===== src/rtl/fmb_pkg.sv =====
package fmb_pkg;
  localparam int ADDR_W = 5;
  localparam int WORD_W = 32;
  localparam int STAT_W = 11;
  localparam int CS_W   = 4;
  localparam int CNT_W  = 4;
  localparam int PAY_W  = 64;
  localparam int OPC_W  = 8;

  localparam logic [ADDR_W-1:0] OFS_STATUS = 5'd0;
  localparam logic [ADDR_W-1:0] OFS_ISR    = 5'd1;
  localparam logic [ADDR_W-1:0] OFS_IER    = 5'd2;
  localparam logic [ADDR_W-1:0] OFS_CSEL   = 5'd3;
  localparam logic [ADDR_W-1:0] OFS_OPEN   = 5'd4;
  localparam logic [ADDR_W-1:0] OFS_CLOSE  = 5'd5;
  localparam logic [ADDR_W-1:0] OFS_WREN   = 5'd6;
  localparam logic [ADDR_W-1:0] OFS_WRSTAT = 5'd7;
  localparam logic [ADDR_W-1:0] OFS_RDSTAT = 5'd8;
  localparam logic [ADDR_W-1:0] OFS_ERASE  = 5'd9;
  localparam logic [ADDR_W-1:0] OFS_DEVID  = 5'd10;
  localparam logic [ADDR_W-1:0] OFS_CTRL   = 5'd13;
  localparam logic [ADDR_W-1:0] OFS_NB     = 5'd14;
  localparam logic [ADDR_W-1:0] OFS_WD0    = 5'd15;
  localparam logic [ADDR_W-1:0] OFS_WD1    = 5'd16;
  localparam logic [ADDR_W-1:0] OFS_RD0    = 5'd17;
  localparam logic [ADDR_W-1:0] OFS_RD1    = 5'd18;

  typedef enum logic [2:0] {
    K_RAW    = 3'd0,
    K_OPEN   = 3'd1,
    K_CLOSE  = 3'd2,
    K_WREN   = 3'd3,
    K_WRSTAT = 3'd4,
    K_RDSTAT = 3'd5,
    K_ERASE  = 3'd6,
    K_DEVID  = 3'd7
  } cmd_kind_e;

  typedef enum logic [1:0] {
    ST_IDLE  = 2'd0,
    ST_ARMED = 2'd1,
    ST_SEND  = 2'd2,
    ST_WAIT  = 2'd3
  } launch_state_e;

  typedef struct packed {
    cmd_kind_e          kind;
    logic [OPC_W-1:0]   opcode;
    logic               rd;
    logic               wr;
    logic [CNT_W-1:0]   nbytes;
    logic [PAY_W-1:0]   data;
    logic [CS_W-1:0]    cs;
  } cmd_pkt_t;
endpackage


===== src/rtl/fmb_packer.sv =====
module fmb_packer
  import fmb_pkg::*;
#(
  parameter int MAX_BYTES = 8
) (
  input  cmd_kind_e          kind,
  input  logic [OPC_W-1:0]   ctrl_opcode,
  input  logic               ctrl_rd,
  input  logic               ctrl_wr,
  input  logic [CNT_W-1:0]   nbytes_reg,
  input  logic [WORD_W-1:0]  wdata0,
  input  logic [WORD_W-1:0]  wdata1,
  input  logic [7:0]         wrstat_reg,
  input  logic [WORD_W-1:0]  erase_addr,
  input  logic [CS_W-1:0]    csel,
  output cmd_pkt_t           pkt
);
  localparam int BYTES_PER_WORD = WORD_W / 8;
  localparam logic [CNT_W-1:0] CLAMP = CNT_W'(MAX_BYTES);

  logic [WORD_W-1:0] addr_swapped;

  always_comb begin
    for (int b = 0; b < BYTES_PER_WORD; b++) begin
      addr_swapped[b*8 +: 8] = erase_addr[(BYTES_PER_WORD-1-b)*8 +: 8];
    end
  end

  always_comb begin
    pkt        = '0;
    pkt.kind   = kind;
    pkt.cs     = csel;
    unique case (kind)
      K_RAW: begin
        pkt.opcode = ctrl_opcode;
        pkt.rd     = ctrl_rd;
        pkt.wr     = ctrl_wr;
        pkt.nbytes = (nbytes_reg > CLAMP) ? CLAMP : nbytes_reg;
        pkt.data   = {wdata1, wdata0};
      end
      K_WRSTAT: begin
        pkt.wr        = 1'b1;
        pkt.nbytes    = CNT_W'(1);
        pkt.data[7:0] = wrstat_reg;
      end
      K_RDSTAT: begin
        pkt.rd     = 1'b1;
        pkt.nbytes = CNT_W'(1);
      end
      K_ERASE: begin
        pkt.wr               = 1'b1;
        pkt.nbytes           = CNT_W'(BYTES_PER_WORD);
        pkt.data[WORD_W-1:0] = addr_swapped;
      end
      K_DEVID: begin
        pkt.rd     = 1'b1;
        pkt.nbytes = CNT_W'(BYTES_PER_WORD);
      end
      default: ;
    endcase
  end
endmodule


===== src/rtl/fmb_launcher.sv =====
module fmb_launcher
  import fmb_pkg::*;
(
  input  logic       clk,
  input  logic       rst_n,
  input  logic       launch_req,
  input  cmd_kind_e  launch_kind,
  input  logic       launch_hold,
  input  logic       wd0_wr,
  input  logic       req_ready,
  input  logic       rsp_valid,
  output cmd_kind_e  kind_q,
  output logic       req_valid,
  output logic       rsp_ready,
  output logic       busy,
  output logic       rsp_fire
);
  launch_state_e state_q, state_d;
  cmd_kind_e     kind_d;

  always_comb begin
    state_d = state_q;
    kind_d  = kind_q;
    unique case (state_q)
      ST_IDLE, ST_ARMED: begin
        if (launch_req) begin
          kind_d  = launch_kind;
          state_d = launch_hold ? ST_ARMED : ST_SEND;
        end else if (state_q == ST_ARMED && wd0_wr) begin
          state_d = ST_SEND;
        end
      end
      ST_SEND: if (req_ready) state_d = ST_WAIT;
      ST_WAIT: if (rsp_valid) state_d = ST_IDLE;
      default: state_d = ST_IDLE;
    endcase
  end

  always_ff @(posedge clk) begin
    if (!rst_n) begin
      state_q <= ST_IDLE;
      kind_q  <= K_RAW;
    end else begin
      state_q <= state_d;
      kind_q  <= kind_d;
    end
  end

  assign req_valid = (state_q == ST_SEND);
  assign rsp_ready = (state_q == ST_WAIT);
  assign busy      = (state_q == ST_SEND) || (state_q == ST_WAIT);
  assign rsp_fire  = rsp_ready && rsp_valid;
endmodule


===== src/rtl/fmb_regfile.sv =====
module fmb_regfile
  import fmb_pkg::*;
(
  input  logic               clk,
  input  logic               rst_n,
  input  logic               bus_wr,
  input  logic [ADDR_W-1:0]  bus_addr,
  input  logic [WORD_W-1:0]  bus_wdata,
  output logic [WORD_W-1:0]  bus_rdata,
  input  logic               busy,
  input  logic               rsp_fire,
  input  logic [STAT_W-1:0]  rsp_status,
  input  logic [PAY_W-1:0]   rsp_data,
  input  cmd_kind_e          cur_kind,
  input  logic               cur_rd,
  output logic               launch_req,
  output cmd_kind_e          launch_kind,
  output logic               launch_hold,
  output logic               wd0_wr,
  output logic [OPC_W-1:0]   ctrl_opcode,
  output logic               ctrl_rd,
  output logic               ctrl_wr,
  output logic [CNT_W-1:0]   nbytes_reg,
  output logic [WORD_W-1:0]  wdata0,
  output logic [WORD_W-1:0]  wdata1,
  output logic [7:0]         wrstat_reg,
  output logic [WORD_W-1:0]  erase_addr,
  output logic [CS_W-1:0]    csel,
  output logic [1:0]         isr,
  output logic [1:0]         ier,
  output logic               irq
);
  logic               wr_ok;
  logic [STAT_W-1:0]  status_q;
  logic [7:0]         rdstat_q;
  logic [WORD_W-1:0]  devid_q;
  logic [PAY_W-1:0]   rddata_q;
  logic               good_read;

  assign wr_ok     = bus_wr && !busy;
  assign wd0_wr    = wr_ok && (bus_addr == OFS_WD0);
  assign good_read = rsp_fire && (rsp_status == '0) && cur_rd;

  always_comb begin
    launch_req  = 1'b0;
    launch_kind = K_RAW;
    launch_hold = 1'b0;
    if (wr_ok) begin
      unique case (bus_addr)
        OFS_OPEN:   begin launch_req = bus_wdata[0]; launch_kind = K_OPEN;  end
        OFS_CLOSE:  begin launch_req = bus_wdata[0]; launch_kind = K_CLOSE; end
        OFS_WREN:   begin launch_req = bus_wdata[0]; launch_kind = K_WREN;  end
        OFS_WRSTAT: begin launch_req = 1'b1; launch_kind = K_WRSTAT; end
        OFS_RDSTAT: begin launch_req = 1'b1; launch_kind = K_RDSTAT; end
        OFS_ERASE:  begin launch_req = 1'b1; launch_kind = K_ERASE;  end
        OFS_DEVID:  begin launch_req = 1'b1; launch_kind = K_DEVID;  end
        OFS_CTRL: begin
          launch_req  = bus_wdata[0];
          launch_kind = K_RAW;
          launch_hold = bus_wdata[5];
        end
        default: ;
      endcase
    end
  end

  always_ff @(posedge clk) begin
    if (!rst_n) begin
      ier         <= 2'b11;
      isr         <= 2'b00;
      csel        <= '0;
      ctrl_opcode <= '0;
      ctrl_rd     <= 1'b0;
      ctrl_wr     <= 1'b0;
      nbytes_reg  <= '0;
      wdata0      <= '0;
      wdata1      <= '0;
      wrstat_reg  <= '0;
      erase_addr  <= '0;
    end else begin
      if (wr_ok) begin
        unique case (bus_addr)
          OFS_ISR:    if (bus_wdata[1]) isr[1] <= 1'b0;
          OFS_IER:    ier <= bus_wdata[1:0];
          OFS_CSEL:   csel <= bus_wdata[CS_W-1:0];
          OFS_WRSTAT: wrstat_reg <= bus_wdata[7:0];
          OFS_ERASE:  erase_addr <= bus_wdata;
          OFS_CTRL: begin
            ctrl_opcode <= bus_wdata[31:24];
            ctrl_rd     <= bus_wdata[6];
            ctrl_wr     <= bus_wdata[5];
          end
          OFS_NB:     nbytes_reg <= bus_wdata[CNT_W-1:0];
          OFS_WD0:    wdata0 <= bus_wdata;
          OFS_WD1:    wdata1 <= bus_wdata;
          default: ;
        endcase
      end
      if (rsp_fire && rsp_status != '0) isr[0] <= 1'b1;
      if (good_read) isr[1] <= 1'b1;
    end
  end

  always_ff @(posedge clk) begin
    if (!rst_n) begin
      status_q <= '0;
      rdstat_q <= '0;
      devid_q  <= '0;
      rddata_q <= '0;
      irq      <= 1'b0;
    end else begin
      irq <= |(isr & ier);
      if (rsp_fire) status_q <= rsp_status;
      if (good_read) begin
        unique case (cur_kind)
          K_RAW:    rddata_q <= rsp_data;
          K_RDSTAT: rdstat_q <= rsp_data[7:0];
          K_DEVID:  devid_q  <= rsp_data[WORD_W-1:0];
          default: ;
        endcase
      end
    end
  end

  always_comb begin
    bus_rdata = '0;
    unique case (bus_addr)
      OFS_STATUS: bus_rdata = WORD_W'({busy, status_q});
      OFS_ISR:    bus_rdata = WORD_W'(isr);
      OFS_IER:    bus_rdata = WORD_W'(ier);
      OFS_CSEL:   bus_rdata = WORD_W'(csel);
      OFS_RDSTAT: bus_rdata = WORD_W'(rdstat_q);
      OFS_DEVID:  bus_rdata = devid_q;
      OFS_CTRL:   bus_rdata = {ctrl_opcode, 17'd0, ctrl_rd, ctrl_wr, 5'd0};
      OFS_NB:     bus_rdata = WORD_W'(nbytes_reg);
      OFS_RD0:    bus_rdata = rddata_q[WORD_W-1:0];
      OFS_RD1:    bus_rdata = rddata_q[PAY_W-1:WORD_W];
      default:    bus_rdata = '0;
    endcase
  end
endmodule


===== src/rtl/fmb_cmd_frontend.sv =====
module fmb_cmd_frontend
  import fmb_pkg::*;
#(
  parameter int MAX_BYTES = 8
) (
  input  logic               clk,
  input  logic               rst_n,
  input  logic               bus_wr,
  input  logic [ADDR_W-1:0]  bus_addr,
  input  logic [WORD_W-1:0]  bus_wdata,
  output logic [WORD_W-1:0]  bus_rdata,
  output logic               req_valid,
  input  logic               req_ready,
  output logic [2:0]         req_kind,
  output logic [OPC_W-1:0]   req_opcode,
  output logic               req_rd,
  output logic               req_wr,
  output logic [CNT_W-1:0]   req_nbytes,
  output logic [PAY_W-1:0]   req_data,
  output logic [CS_W-1:0]    req_cs,
  input  logic               rsp_valid,
  output logic               rsp_ready,
  input  logic [STAT_W-1:0]  rsp_status,
  input  logic [PAY_W-1:0]   rsp_data,
  output logic               irq
);
  logic              busy, rsp_fire, launch_req, launch_hold, wd0_wr;
  cmd_kind_e         launch_kind, kind_q;
  logic [OPC_W-1:0]  ctrl_opcode;
  logic              ctrl_rd, ctrl_wr;
  logic [CNT_W-1:0]  nbytes_reg;
  logic [WORD_W-1:0] wdata0, wdata1, erase_addr;
  logic [7:0]        wrstat_reg;
  logic [CS_W-1:0]   csel;
  logic [1:0]        isr, ier;
  cmd_pkt_t          pkt;

  fmb_regfile u_regs (
    .clk, .rst_n, .bus_wr, .bus_addr, .bus_wdata, .bus_rdata,
    .busy, .rsp_fire, .rsp_status, .rsp_data,
    .cur_kind(kind_q), .cur_rd(pkt.rd),
    .launch_req, .launch_kind, .launch_hold, .wd0_wr,
    .ctrl_opcode, .ctrl_rd, .ctrl_wr, .nbytes_reg, .wdata0, .wdata1,
    .wrstat_reg, .erase_addr, .csel, .isr, .ier, .irq
  );

  fmb_launcher u_launch (
    .clk, .rst_n, .launch_req, .launch_kind, .launch_hold, .wd0_wr,
    .req_ready, .rsp_valid, .kind_q, .req_valid, .rsp_ready, .busy, .rsp_fire
  );

  fmb_packer #(.MAX_BYTES(MAX_BYTES)) u_pack (
    .kind(kind_q), .ctrl_opcode, .ctrl_rd, .ctrl_wr, .nbytes_reg,
    .wdata0, .wdata1, .wrstat_reg, .erase_addr, .csel, .pkt
  );

  assign req_kind   = pkt.kind;
  assign req_opcode = pkt.opcode;
  assign req_rd     = pkt.rd;
  assign req_wr     = pkt.wr;
  assign req_nbytes = pkt.nbytes;
  assign req_data   = pkt.data;
  assign req_cs     = pkt.cs;
endmodule


===== config.mk =====
export PLATFORM = sky130hd
export DESIGN_NAME = fmb_cmd_frontend
export DESIGN_NICKNAME = d
export VERILOG_FILES = /design/src/rtl/fmb_pkg.sv /design/src/rtl/fmb_packer.sv /design/src/rtl/fmb_launcher.sv /design/src/rtl/fmb_regfile.sv /design/src/rtl/fmb_cmd_frontend.sv
export SDC_FILE = /design/constraint.sdc
export NUM_CORES = 1
export LEC_CHECK = 0
export BUFFER_PORTS_ARGS = -buffer_cell sky130_fd_sc_hd__buf_2
export CAP_MARGIN = 20
export CORE_MARGIN = 1
export CORE_UTILIZATION = 55
export DETAILED_ROUTE_END_ITERATION = 8
export HOLD_SLACK_MARGIN = 0.12
export PLACE_DENSITY = 0.8
export SLEW_MARGIN = 20
export SYNTH_ARGS = -nofsm -noshare
export SYNTH_HDL_FRONTEND = slang
export SYNTH_SLANG_ARGS = --single-unit

===== constraint.sdc =====
create_clock -name clk -period 2.1 [get_ports clk]
set_input_delay 0.315 -clock clk [delete_from_list [all_inputs] [get_ports clk]]
set_output_delay 0.315 -clock clk [all_outputs]
set_load 0.02 [all_outputs]

==> flow_summary.json <==
{
  "root_buffer": "clkbuf_16",
  "largest_reg_flops": 64,
  "clockBufferDepth": 3,
  "cp.arrival_ns": 1.91,
  "post-route-period-util_pct": 106,
  "nets": 1759,
  "relSlewSlack_pct": 66.8,
  "grt-ovfl-total": 0,
  "syn_inst": 1315,
  "power_density_nw_per_um2": 671,
  "worst_pin_slew_ns": 0.498,
  "power_frac_comb_pct": 9.8,
  "vias_per_cell": 5.97,
  "status": "finished with violations",
  "die_area_sq_um": 21000,
  "grt_util_all_layers_pct": 34.8,
  "dp_hpwl_mm": 21.7,
  "hold_depth": 3,
  "vias": 11500,
  "peakVddDrop_uv": 575,
  "synth_warnings": 0,
  "cts_tree": "yes",
  "violations": "negative setup slack",
  "num_rows": 51,
  "wl_mm": 40.8,
  "antenna_found_initial": 1,
  "min_path_type": "in -> reg",
  "diodes": 0,
  "startpoint_type": "flip-flop",
  "rr_worst_depth": 5,
  "drive_gt1_share_pct": 26.2,
  "final.setup_skew_ns": 0.0188,
  "numCtsBuffers": 26,
  "finalWorstSetupSlack_ns": -0.120,
  "port_buffers": 236,
  "yosysSeqAreaShare_pct": 44.1,
  "drv_slew": 0,
  "setup_viol": 45,
  "clock.fmax_ghz": 0.450,
  "grt_pass1_vias": 10800,
  "synth_cell_type_count": 53,
  "gp_congestion": 0.976,
  "netSwitchingFraction_pct": 23.9,
  "clk_latency_ns": 0.54,
  "p_int_mw": 8.05,
  "worstReg2RegEnd": "u_regs.devid_q[13]",
  "ant_nets": 0,
  "synth_fp_nets": 1432,
  "hold_viol": 0,
  "final_area_sq_um": 15800,
  "h-tree-depth": 1,
  "fillers": 1188,
  "cp-endpoint": "req_data[9]",
  "rsz0062_at_grt": "yes",
  "grt_max_degree": 70,
  "synthArstFlopShare_pct": 0,
  "clk_pin_slew_ns": 0.07,
  "p_switching_mw": 2.53,
  "maxCapViolCount": 0,
  "dp_slack_ns": 0.0558,
  "p_seq_share_pct": 44.6,
  "crit_type": "reg -> out",
  "syn_avg_cell_area_sq_um": 8.52,
  "path_max_fanout": 6,
  "synth_top_flop_cell": "dfxtp_1",
  "drcViolationCount": 0,
  "post_drt_wl_per_cell_um": 21.2,
  "ys_ff_latch": 247,
  "syn-cell-area_sq_um": 11200,
  "place_area_sq_um": 12900,
  "start_util_pct": 56.8,
  "p_leak_nw": 6.59,
  "r2r_setup_slack_ns": 0.11,
  "multiInputGateArea_sq_um": 5950,
  "area_growth_pct": 40.7,
  "top_register": "u_regs.rddata_q",
  "cp-end-kind": "output pin",
  "seq_area_sq_um": 4960,
  "synth_edf_count": 0,
  "die_w_um": 145,
  "cp.required_ns": 1.78,
  "rr_startpoint": "u_launch.kind_q[0]",
  "grt_pass1_wl_mm": 56.2,
  "first_iter_violations": 1123,
  "core_sq_um": 19700,
  "die_y_um": 145,
  "clockPowerShare_pct": 45.5,
  "drt_pass1_iterations": 7,
  "period_needed_ns": 2.22,
  "io_pins": 237,
  "crit_start": "u_launch.kind_q[1]",
  "cts.sink_count": 247
}
## power by group through the flow
| stage | combinational [mW] | clock [mW] | sequential (mW) |
|---|---|---|---|
| global route | 1.09 | 5.01 | 4.72 |
| detailed placement | 0.671 | 0 | 4.83 |
| finish | 1.04 | 4.82 | 4.72 |
| global placement | 0.669 | 0 | 4.83 |
| floorplan | 0.348 | 0 | 4.82 |
| CTS | 0.881 | 4.82 | 4.72 |
## routing by layer
layer | global-route usage [%] | up-vias | wire length [um]
li1 | - | 5096 | -
met1 | 40.5 | 5454 | 14700
met2 | 61.4 | 755 | 19700
met3 | 5.79 | 199 | 4080
met4 | 17.5 | 2 | 2330
met5 | 0 | - | 13
## how the worst min path moves through the flow
stage                      startpoint                    to  slack [ns]
finish                    rsp_data[1]     u_regs.devid_q[1]        0.13
floorplan           u_regs.wdata1[10]     u_regs.wdata1[10]        0.43
detailed placement  u_regs.wdata1[12]     u_regs.wdata1[12]        0.44
global placement    u_regs.wdata1[12]     u_regs.wdata1[12]        0.44
global route             bus_wdata[6]  u_regs.erase_addr[6]        0.13
CTS                       rsp_data[3]    u_regs.rddata_q[3]        0.12
## kinds of logic after synthesis
family / Yosys count / share of synthesized area (%)
AND/OR/NAND/NOR: 579 / 23.1
flip-flops: 247 / 44.1
buffers and inverters: 128 / 4.96
XOR/XNOR: 1 / 0.0782
multiplexers: 143 / 12.9
AO/OA/AOI/OAI: 217 / 14.9
## worst max-delay path, stage by stage, from the launching register on
cell	delay, ns
dfxtp_4	0.40
clkinvlp_4	0.12
nor3b_4	0.23
buf_6	0.17
clkbuf_16	0.16
a22o_1	0.16
buf_6	0.13
## layout make-up
class | count | area share [%]
clock buffer | 38 | 4.74
clock inverter | 10 | 0.904
inverter | 15 | 0.381
multi-input combinational | 940 | 37.7
sequential | 247 | 31.4
tap | 265 | 2.10
timing repair buffer | 412 | 22.7
## cells in the final DEF, fill, tap and decap left out, drive strengths merged, types with 2 or more instances in the layout
cell type    count
nand2          416
buf            306
dfxtp          247
mux2i          135
a21boi         109
dlygate4sd3     98
a22oi           46
and2            46
clkbuf          46
nor2b           30
a22o            25
nor2            21
inv             16
nand3           15
a222oi          13
and3             9
mux2             8
nor3             8
a21oi            6
nor3b            6
nand4            5
nand3b           4
clkinv           4
or3              3
a31oi            3
o21ai            3
o211ai           3
bufinv           3
or4              3
nor4             3
a32oi            2
a221oi           2
clkinvlp         2
and4             2
nor4b            2
## synthesized netlist by cell type (all sizes together) (4+ instances only)
library cell / instances / area [sq um]
clkbuf: 78 / 293
and2: 46 / 290
a21oi: 6 / 30.0
and3: 9 / 56.3
a22oi: 46 / 345
dfxtp: 247 / 4940
nand3b: 4 / 30.0
buf: 35 / 206
nand4: 5 / 31.3
nand2: 416 / 1560
inv: 15 / 56.3
nor3b: 6 / 50.1
mux2i: 135 / 1350
a222oi: 13 / 130
nor2b: 30 / 188
a22o: 25 / 219
nor2: 21 / 78.8
mux2: 8 / 90.1
nor3: 8 / 56.3
a21boi: 109 / 818
nand3: 15 / 75.1
## per-stage QoR
stage	total power [mW]	util, %	hold WS, ns	instances	TNS, ns
2_1_floorplan	5.17	-	0.430	1315	0
3_3_place_gp	5.49	65.2	0.436	1759	0
3_5_place_dp	5.50	65.2	0.442	1759	0
4_1_cts	10.4	76.8	0.120	1917	-1.40
5_1_grt	10.8	80.0	0.130	1927	-5.26
6_report	10.6	80.0	0.125	1927	-2.36
## timing repair
| action | CTS | global route |
|---|---|---|
| setup buffers | 9 | 5 |
| resized for setup | 86 | 152 |
| cloned | 3 | 6 |
| setup endpoints to repair | 74 | 159 |
| pin swaps | 5 | 36 |
| hold buffers | 98 | 0 |
| hold endpoints to repair | 176 | 0 |
Power figures use the tool's default switching activity.
